$ cat config.mk
export PLATFORM = sky130hd
export DESIGN_NAME = pwr_mode_ctrl
export DESIGN_NICKNAME = d
export VERILOG_FILES = /design/src/rtl/pwr_mode_ctrl.sv
export SDC_FILE = /design/constraint.sdc
export NUM_CORES = 1
export LEC_CHECK = 0
export BUFFER_PORTS_ARGS = -buffer_cell sky130_fd_sc_hd__buf_2
export CAP_MARGIN = 20
export CELL_PAD_IN_SITES_DETAIL_PLACEMENT = 1
export CELL_PAD_IN_SITES_GLOBAL_PLACEMENT = 2
export CORE_MARGIN = 4
export CORE_UTILIZATION = 33
export DETAILED_ROUTE_END_ITERATION = 10
export GPL_TIMING_DRIVEN = 0
export PLACE_DENSITY_LB_ADDON = 0.1
export SYNTH_ARGS = -nofsm -noshare
export SYNTH_HDL_FRONTEND = slang
export SYNTH_SLANG_ARGS = --single-unit
export TNS_END_PERCENT = 20
$ cat constraint.sdc
create_clock -name clk -period 2.9 [get_ports clk]
set_input_delay 0.435 -clock clk [delete_from_list [all_inputs] [get_ports clk]]
set_output_delay 0.435 -clock clk [all_outputs]
set_load 0.02 [all_outputs]
$ cat src/rtl/pwr_mode_ctrl.sv
`timescale 1ns/1ps
module pwr_mode_ctrl #(
  parameter int RESET_BITS    = 64,
  parameter int SETTLE_CYCLES = 25000
) (
  input  logic       clk,
  input  logic       rst_n,
  input  logic       sclk,
  input  logic       cs_n,
  input  logic       sdi,
  input  logic       mode_wr,
  input  logic [1:0] mode_val,
  input  logic [1:0] clk_sel,
  input  logic       cmd_valid,
  output logic [1:0] pwr_state,
  output logic       ldo_en,
  output logic       osc_en,
  output logic       gpio_oe,
  output logic       regs_clear,
  output logic       sif_reset,
  output logic       busy,
  output logic       cmd_accept
);
  localparam int CW = $clog2(RESET_BITS + 1);
  localparam int SW = $clog2(SETTLE_CYCLES + 2);
  localparam logic [1:0] ST_ACT = 2'b00, ST_STBY = 2'b01, ST_PD = 2'b10;
  localparam logic [1:0] M_ACT = 2'b00, M_STBY = 2'b10, M_PD = 2'b11;

  logic [1:0]    state;
  logic          sclk_q;
  logic [CW-1:0] ones_cnt;
  logic [SW-1:0] settle;

  wire rise     = sclk & ~sclk_q;
  wire run_done = rise & ~cs_n & sdi & (ones_cnt == CW'(RESET_BITS - 1));
  wire wake     = run_done & (state == ST_PD);
  wire cmd_ok   = ~busy & (state != ST_PD);

  assign busy       = (settle != '0);
  assign cmd_accept = cmd_valid & cmd_ok;
  assign pwr_state  = state;
  assign ldo_en     = (state != ST_PD);
  assign gpio_oe    = (state != ST_PD);
  assign regs_clear = (state == ST_PD);
  assign osc_en     = (state == ST_ACT) | ((state == ST_STBY) & (clk_sel != 2'b00));

  always_ff @(posedge clk) begin
    if (!rst_n) begin
      sclk_q    <= 1'b0;
      ones_cnt  <= '0;
      sif_reset <= 1'b0;
    end else begin
      sclk_q    <= sclk;
      sif_reset <= run_done;
      if (cs_n || (rise && (!sdi || run_done))) ones_cnt <= '0;
      else if (rise)                            ones_cnt <= ones_cnt + 1'b1;
    end
  end

  always_ff @(posedge clk) begin
    if (!rst_n) begin
      state  <= ST_ACT;
      settle <= '0;
    end else begin
      if (wake)      settle <= SW'(SETTLE_CYCLES);
      else if (busy) settle <= settle - 1'b1;
      if (wake) state <= ST_ACT;
      else if (mode_wr && cmd_ok) begin
        case (mode_val)
          M_ACT:   state <= ST_ACT;
          M_STBY:  state <= ST_STBY;
          M_PD:    if (state == ST_STBY) state <= ST_PD;
          default: state <= state;
        endcase
      end
    end
  end

  assert_pd_from_standby_R3: assert property (@(posedge clk) disable iff (!rst_n)
    (state == ST_PD && $past(state) != ST_PD) |-> $past(state) == ST_STBY);
  assert_pd_outputs_R4: assert property (@(posedge clk) disable iff (!rst_n)
    (state == ST_PD) |-> (!ldo_en && !osc_en && !gpio_oe && regs_clear));
  assert_standby_keeps_ldo_R2: assert property (@(posedge clk) disable iff (!rst_n)
    (state == ST_STBY) |-> (ldo_en && gpio_oe && !regs_clear));
  assert_exit_by_run_R5: assert property (@(posedge clk) disable iff (!rst_n)
    ($past(state) == ST_PD && state != ST_PD) |-> (sif_reset && state == ST_ACT && busy));
  assert_busy_blocks_R6: assert property (@(posedge clk) disable iff (!rst_n)
    busy |-> (!cmd_accept && $stable(state) || $past(wake)));
  assert_pd_no_accept_R8: assert property (@(posedge clk) disable iff (!rst_n)
    (state == ST_PD) |-> !cmd_accept);
endmodule

# After elaboration in Yosys (flattened, before gate mapping)
# Cells that the tools add are included.
# W data, S select, Z words.
# classes
n_eq_ne	7
addsub	2
n_mux	4
n_reduce_logical	14
bitwise_logic	13
# ops
cell	count
$mux W15	2
$reduce_bool A15 Y1	1
$sub A15 B1 Y15 const B	1
$and A1 B1 Y1	8
$add A7 B1 Y7 const B	1
$eq A7 B6 Y1 const B	1
$eq A2 B2 Y1 const B	3
$pmux W2 S3	1
$logic_not A2 Y1	2
$ne A2 B2 Y1 const B	2
$not A1 Y1	4
$reduce_bool A2 Y1	2
$reduce_or A2 Y1	2
$reduce_and A3 Y1	1
$reduce_bool A3 Y1	1
$eq A2 B1 Y1 const B	1
$logic_and A1 B1 Y1	2
$logic_or A1 B1 Y1	2
$mux W2	1
$logic_not A1 Y1	1
$or A1 B1 Y1	1
# word_totals
register_bits	26
out_inout_bits	9

# Logic depth before layout (Yosys ltp)
# Gate-level depths: netlist (run 1).
# depth
depth_word	9
ltp_mapped	8

# Worst setup path before layout (run 1)
# No wires, ideal clock.
# synth_timing
kind	flip-flop to output port
start	register settle[9]
end	output port cmd_accept
t_arrival_ns	2.027
n_path_buf	2
stages_incl_launch_ff	7
path_slack_ns	0.438
cell_sequence	dfxtp_1 > or4_4 > or3b_1 > buf_6 > or2_0 > buf_2 > nor2_1
# synth_via
elab_chain_len	4
# synth_lines
element	line	rtl
from (decl)	32	logic [SW-1:0] settle;
from (signal assigned)	65	if (wake) settle <= SW'(SETTLE_CYCLES);
from (signal assigned)	66	else if (busy) settle <= settle - 1'b1;
$reduce_bool A15 Y1	39	assign busy = (settle != '0);
net busy	21	output logic busy,
$not A1 Y1	37	wire cmd_ok = ~busy & (state != ST_PD);
$and A1 B1 Y1	37	
$and A1 B1 Y1	40	assign cmd_accept = cmd_valid & cmd_ok;
to (decl)	22	output logic cmd_accept
# The timed path passes the listed nets, and every way through them passes these cells.

# Worst setup path after layout (run 1)
# layout_timing
start	register settle[9]
end	output port cmd_accept
# layout_via
elab_chain_len	4
# layout_lines
element	line
$reduce_bool A15 Y1	39
$not A1 Y1	37
$and A1 B1 Y1	37
$and A1 B1 Y1	40
# Every way passes these cells.

==> results of run 1 <==
-- worst paths after layout --
path / start / end / slack, ns
setup / recovery: settle[9] / cmd_accept / 0.19
hold reg to reg: ones_cnt[5] / ones_cnt[5] / 0.50
setup reg to reg: settle[0] / settle[8] / 0.54
hold / removal: sclk / sclk_q / 0.38
-- metrics by stage --
stage	area, µm²	hold WS, ns	worst slack, ns	power [W]
2_1_floorplan	1280	0.454	0.438	0.00104
3_3_place_gp	1430	0.467	0.434	0.00116
3_5_place_dp	1430	0.489	0.404	0.00118
4_1_cts	1490	0.374	0.0903	0.00144
5_1_grt	1490	0.385	0.0158	0.00155
6_report	1490	0.382	0.193	0.00142
-- power by group through the flow --
stage | Clock [W] | Sequential (W) | Combinational (W)
2_1_floorplan | 0 | 0.000503 | 0.000541
3_3_place_gp | 0 | 0.000515 | 0.000648
3_5_place_dp | 0 | 0.000522 | 0.000663
4_1_cts | 0.000253 | 0.000513 | 0.000670
5_1_grt | 0.000267 | 0.000525 | 0.000755
6_report | 0.000237 | 0.000514 | 0.000673
-- registers in the layout, summed over array words and instances (netlist names) --
register,cells
sif_reset,1
sclk_q,1
settle,15
pwr_state,2
ones_cnt,7
-- layer usage --
metal  vias up  GRT usage (%)
met5         -              0
met4         0           4.47
met3         5           1.87
met2        16           21.4
met1       502           13.3
li1        540              -
-- layout make-up --
class                           instances  area (µm²)  area share (%)
Sequential cell                        26         520            34.8
Multi-Input combinational cell        106         703            47.1
Clock buffer                            4        55.1            3.69
Buffer                                  5        35.0            2.35
Inverter                                6        22.5            1.51
Tap cell                               48        60.1            4.02
Timing Repair Buffer                   19        97.6            6.53
-- Yosys cell counts, drive strengths merged, types with 4 or more instances --
cell / count
nor4: 4
xnor2: 8
nor2: 21
nand2: 6
a21oi: 4
inv: 6
or3: 4
nor3: 5
xor2: 7
buf: 4
o21ai: 7
dfxtp: 26
a21boi: 6
-- kinds of logic after synthesis --
family | share of synthesized area [%]
DFF | 40.8
AOI/OAI and AO/OA | 12.1
adders and majority gates | 1.96
and+or+nand+nor | 28.8
xor gates and xnor gates | 10.3
muxes | 1.57
buffers and inverters | 4.51
==> reports/results.txt, run 1 <==
Status: finished clean
Seq cells post-synth: 26
Crit-path max FO: 8
Die area: 0.00493 mm²
Mean post-synth cell area: 8.92 µm²
Met3 wire length: 86 µm
Gr ovfl total: 0
DR WL/cell: 12.6 µm
CP max-delay cell: or4_4
Net Sw Frac: 38.3%
Port bufs: 19
Delay-heaviest family, CP: simple AND/OR/NAND/NOR gates
Fillers: 440
Ant. Diodes: 0
Syn nets: 156
Max-cap viol count: 0
Min Tclk post-route: 2.71 ns
Largest stage delay, worst path: 0.55 ns
H-tree depth: 1
Most frequent cells in the layout: 26 x dfxtp_1, 21 x nor2_1, 19 x buf_2, 8 x xnor2_1
Pins Over Slew Limit: 0
Via count: 1063
Detailed Route WL: 2700 µm
Reg2reg path depth: 7
Final setup viols: 0
Max Used Layer: met4
Crit-path cells: or4_4, or3b_1, buf_6, or2_0, buf_2, nor2_1, buf_4
Int Pwr: 0.000878 W
CP Capture Type: output port
Share of cells above drive strength 1: 22.3%
Comb pwr share: 47.3%
HPWL Detailed: 2080 µm
CP required: 2.47 ns
Clk_lat worst skew: 0.27 ns
Util after Layout: 40.5%
Number of global-route vias before repair: 1092
Fin. Hold Viols: 0
Starting Density: 34.6%
Fmax: 369 MHz
Slew HR: 39.3%
CTS tree: yes
Clock Skew: 0.00165 ns
Warning count from the yosys run: 0
Initial DRT Pass Iterations: 4
Net count, final: 180
Crit path depth: 7
First-pass GRT wire length: 4700 µm
Cell Count Post-Placement: 210
Most common cell after layout, fill and taps aside: dfxtp_1
Worst VDD drop: 289 µV
Setup crit start kind: register
Slew @ Worst Pin: 0.902 ns
Vias per cell: 4.97
Met1 wire length: 1220 µm
Number of top-level pins: 20
Flop pwr share: 36.1%
P_leak: 0.601 nW
Synth async-reset ratio: 0%
Drt first-iter violations: 28
RSZ-0062 raised after global routing: no
Count of cell types in the netlist: 42
Mapped Area: 0.00128 mm²
# hold bufs at CTS: 0
Area fraction of the dominant cell type after synthesis: 40.8%
Largest net degree at the start of global routing: 15
NetSw: 0.000545 W
Clock buffer depth: 2
CTS Buf Count: 3
GRT Resource Usage Total: 11.6%
Die X: 70.2 µm
Setup TNS: 0 ns
Remaining antenna violation count: 0
Clk slew on worst S/H paths: 0.09 ns
Core area: 0.00369 mm²
Routability cong.: 0.747
Clk sinks: 26
Mapped Cells: 143
Antenna violations before repair: 0
Layout Cells excl Fill: 214
Routed wl met2: 1350 µm
Chip height: 70.2 µm
Row Count: 22
Crit share post-route: 93.3%
Clock power share: 16.6%
Resized cells post-CTS: 0
Post-CTS setup buffer count: 0
Leading post-synthesis cells by cell area: dfxtp_1 41%, nor2_1 6.2%, xnor2_1 5.5%
Post-synth EDFFs: 0
CTS root buf: clkbuf_8
Power Density: 953 mW/mm²
Worst path arrival time: 2.27 ns
Sequential area share after synthesis: 40.8%
P&R area growth vs syn: 17.1%
Main synth FF type: dfxtp_1
Crit Path Category: reg2out
# DRC: 0
HP Class: in2reg
Buf+Inv Stages, Crit Path: 3
Hold depth: 2
Cell accounting for the most synthesized area: dfxtp_1
Power figures use the tool's default switching activity.
==> run 2, diff against run 1 <==
- BUFFER_PORTS_ARGS: -buffer_cell sky130_fd_sc_hd__buf_2 -> unset
- CORE_UTILIZATION: 33 -> 37
- DONT_BUFFER_PORTS: unset -> 1
- SLEW_MARGIN: unset -> 20
==> reports/results.txt, run 2 (synthesis gave the netlist of run 1 again) <==
Comb pwr share: 47.9% (was 47.3%)
Routability cong.: 0.710 (was 0.747)
Worst path arrival time: 2.32 ns (was 2.27 ns)
Worst VDD drop: 280 µV (was 289 µV)
Clk_lat worst skew: 0.32 ns (was 0.27 ns)
Number of top-level pins: 20 (unchanged)
Ant. Diodes: 0 (unchanged)
Die area: 0.00445 mm² (was 0.00493 mm²)
Clock Skew: 0.00163 ns (was 0.00165 ns)
Status: finished clean (unchanged)
Gr ovfl total: 0 (unchanged)
HPWL Detailed: 1970 µm (was 2080 µm)
RSZ-0062 raised after global routing: no (unchanged)
GRT Resource Usage Total: 13.7% (was 11.6%)
CP Capture Type: output port (unchanged)
Delay-heaviest family, CP: simple AND/OR/NAND/NOR gates (unchanged)
Via count: 976 (was 1063)
Crit share post-route: 94.9% (was 93.3%)
Row Count: 21 (was 22)
CTS root buf: clkbuf_4 (was clkbuf_8)
P_leak: 0.519 nW (was 0.601 nW)
Share of cells above drive strength 1: 12.9% (was 22.3%)
Crit Path Category: reg2out (unchanged)
Clk sinks: 26 (unchanged)
Crit-path max FO: 8 (unchanged)
Remaining antenna violation count: 0 (unchanged)
Post-CTS setup buffer count: 0 (unchanged)
Setup TNS: 0 ns (unchanged)
Clock buffer depth: 2 (unchanged)
Detailed Route WL: 2560 µm (was 2700 µm)
CTS tree: yes (unchanged)
Fillers: 420 (was 440)
Crit-path cells: or4_4, or3b_1, buf_6, or2_0, buf_2, nor2_4 (was or4_4, or3b_1, buf_6, or2_0, buf_2, nor2_1, buf_4)
Vias per cell: 5.06 (was 4.97)
NetSw: 0.000533 W (was 0.000545 W)
# hold bufs at CTS: 0 (unchanged)
Clock power share: 13.8% (was 16.6%)
Max-cap viol count: 0 (unchanged)
Power Density: 977 mW/mm² (was 953 mW/mm²)
First-pass GRT wire length: 4630 µm (was 4700 µm)
Die X: 66.7 µm (was 70.2 µm)
Number of global-route vias before repair: 1026 (was 1092)
Most frequent cells in the layout: 25 x dfxtp_1, 20 x nor2_1, 8 x xnor2_1, 7 x o21ai_0, 7 x xor2_1 (was 26 x dfxtp_1, 21 x nor2_1, 19 x buf_2, 8 x xnor2_1)
Drt first-iter violations: 39 (was 28)
Setup crit start kind: register (unchanged)
Clk slew on worst S/H paths: 0.14 ns (was 0.09 ns)
Util after Layout: 41.4% (was 40.5%)
Multi-input gate area: 708 µm² (was 703 µm²)
CTS Buf Count: 3 (unchanged)
CP required: 2.47 ns (about the same)
Final setup viols: 0 (unchanged)
Net count, final: 161 (was 180)
Buf+Inv Stages, Crit Path: 2 (was 3)
H-tree depth: 1 (unchanged)
Chip height: 66.7 µm (was 70.2 µm)
Fmax: 364 MHz (was 369 MHz)
Slew @ Worst Pin: 0.844 ns (was 0.902 ns)
Largest stage delay, worst path: 0.55 ns (about the same)
Flop pwr share: 38.4% (was 36.1%)
Largest net degree at the start of global routing: 15 (unchanged)
# DRC: 0 (unchanged)
Core area: 0.00334 mm² (was 0.00369 mm²)
Port bufs: 0 (was 19)
Net Sw Frac: 39.5% (was 38.3%)
Initial DRT Pass Iterations: 4 (unchanged)
Slew HR: 43.2% (was 39.3%)
HP Class: in2reg (unchanged)
DR WL/cell: 13.3 µm (was 12.6 µm)
Max FFs per register: 15 (unchanged)
P&R area growth vs syn: 8.23% (was 17.1%)
Fin. Hold Viols: 0 (unchanged)
Most flops, register: settle (unchanged)
Min Tclk post-route: 2.75 ns (was 2.71 ns)
CP max-delay cell: or4_4 (unchanged)
Antenna violations before repair: 0 (unchanged)
FF/Latch Area: 522 µm² (was 520 µm²)
Pins Over Slew Limit: 0 (unchanged)
Starting Density: 38.2% (was 34.6%)
Int Pwr: 0.000817 W (was 0.000878 W)
Most common cell after layout, fill and taps aside: dfxtp_1 (unchanged)
[run 2: cell types whose count changed in the layout (fill, tap and decap cells not counted), sizes merged]
cell | before | now
buf | 23 | 4
[run 2: stage by stage]
step	std cells	setup WS [ns]	total power, W	hold slack (ns)	area (µm²)
after CTS	193	0.0340	0.00136	0.201	1380
after detailed placement	189	0.302	0.00116	0.505	1330
after global routing	193	0.00273	0.00149	0.183	1380
after global placement	189	0.296	0.00114	0.473	1330
after floorplan	143	0.438	0.00104	0.454	1280
final	193	0.149	0.00135	0.222	1380
[run 2: worst reg2reg max path, cell delays in order (launching register included)]
cell	delay, ns
dfxtp_1	0.36
inv_1	0.06
ha_1	0.18
or3b_4	0.43
or3_2	0.47
nor4_4	0.31
a31oi_1	0.13
a311oi_1	0.27
[run 2: final timing paths]
| kind | endpoint | slack, ns | start | cells past startpoint |
|---|---|---|---|---|
| worst min register to register | ones_cnt[5] | 0.51 | ones_cnt[5] | 2 |
| worst max register to register | pwr_state[1] | 0.60 | settle[1] | 7 |
| worst min-delay path | sclk_q | 0.22 | sclk | 1 |
| worst max-delay path | cmd_accept | 0.15 | settle[9] | 6 |
[run 2: area by class of cell]
type,instances,share of cell area [%]
clock buffer,4,2.63
buffer,5,2.54
multi-input combinational,106,51.3
tap,46,4.17
sequential,26,37.8
inverter,6,1.63
[run 2: what timing repair did]
| action | CTS | global route |
|---|---|---|
| gates resized for setup | 2 | 2 |
| endpoints found under the setup margin | 1 | 1 |
| pin swaps | 0 | 1 |
| cloned | 0 | 0 |
[run 2: power groups by stage]
stage / Combinational, W / Sequential (W) / Clock [W]
after floorplan: 0.000541 / 0.000503 / 0
after global placement: 0.000626 / 0.000517 / 0
after detailed placement: 0.000634 / 0.000523 / 0
after CTS: 0.000647 / 0.000516 / 0.000200
after global routing: 0.000739 / 0.000535 / 0.000218
final: 0.000646 / 0.000518 / 0.000186
[run 2: per-layer routing]
layer | part of all wire [%] | track usage, %
met2 | 52 | 23.6
met4 | 0.55 | 3.81
met1 | 43 | 15.6
met3 | 4.2 | 5.23
met5 | 0 | 0
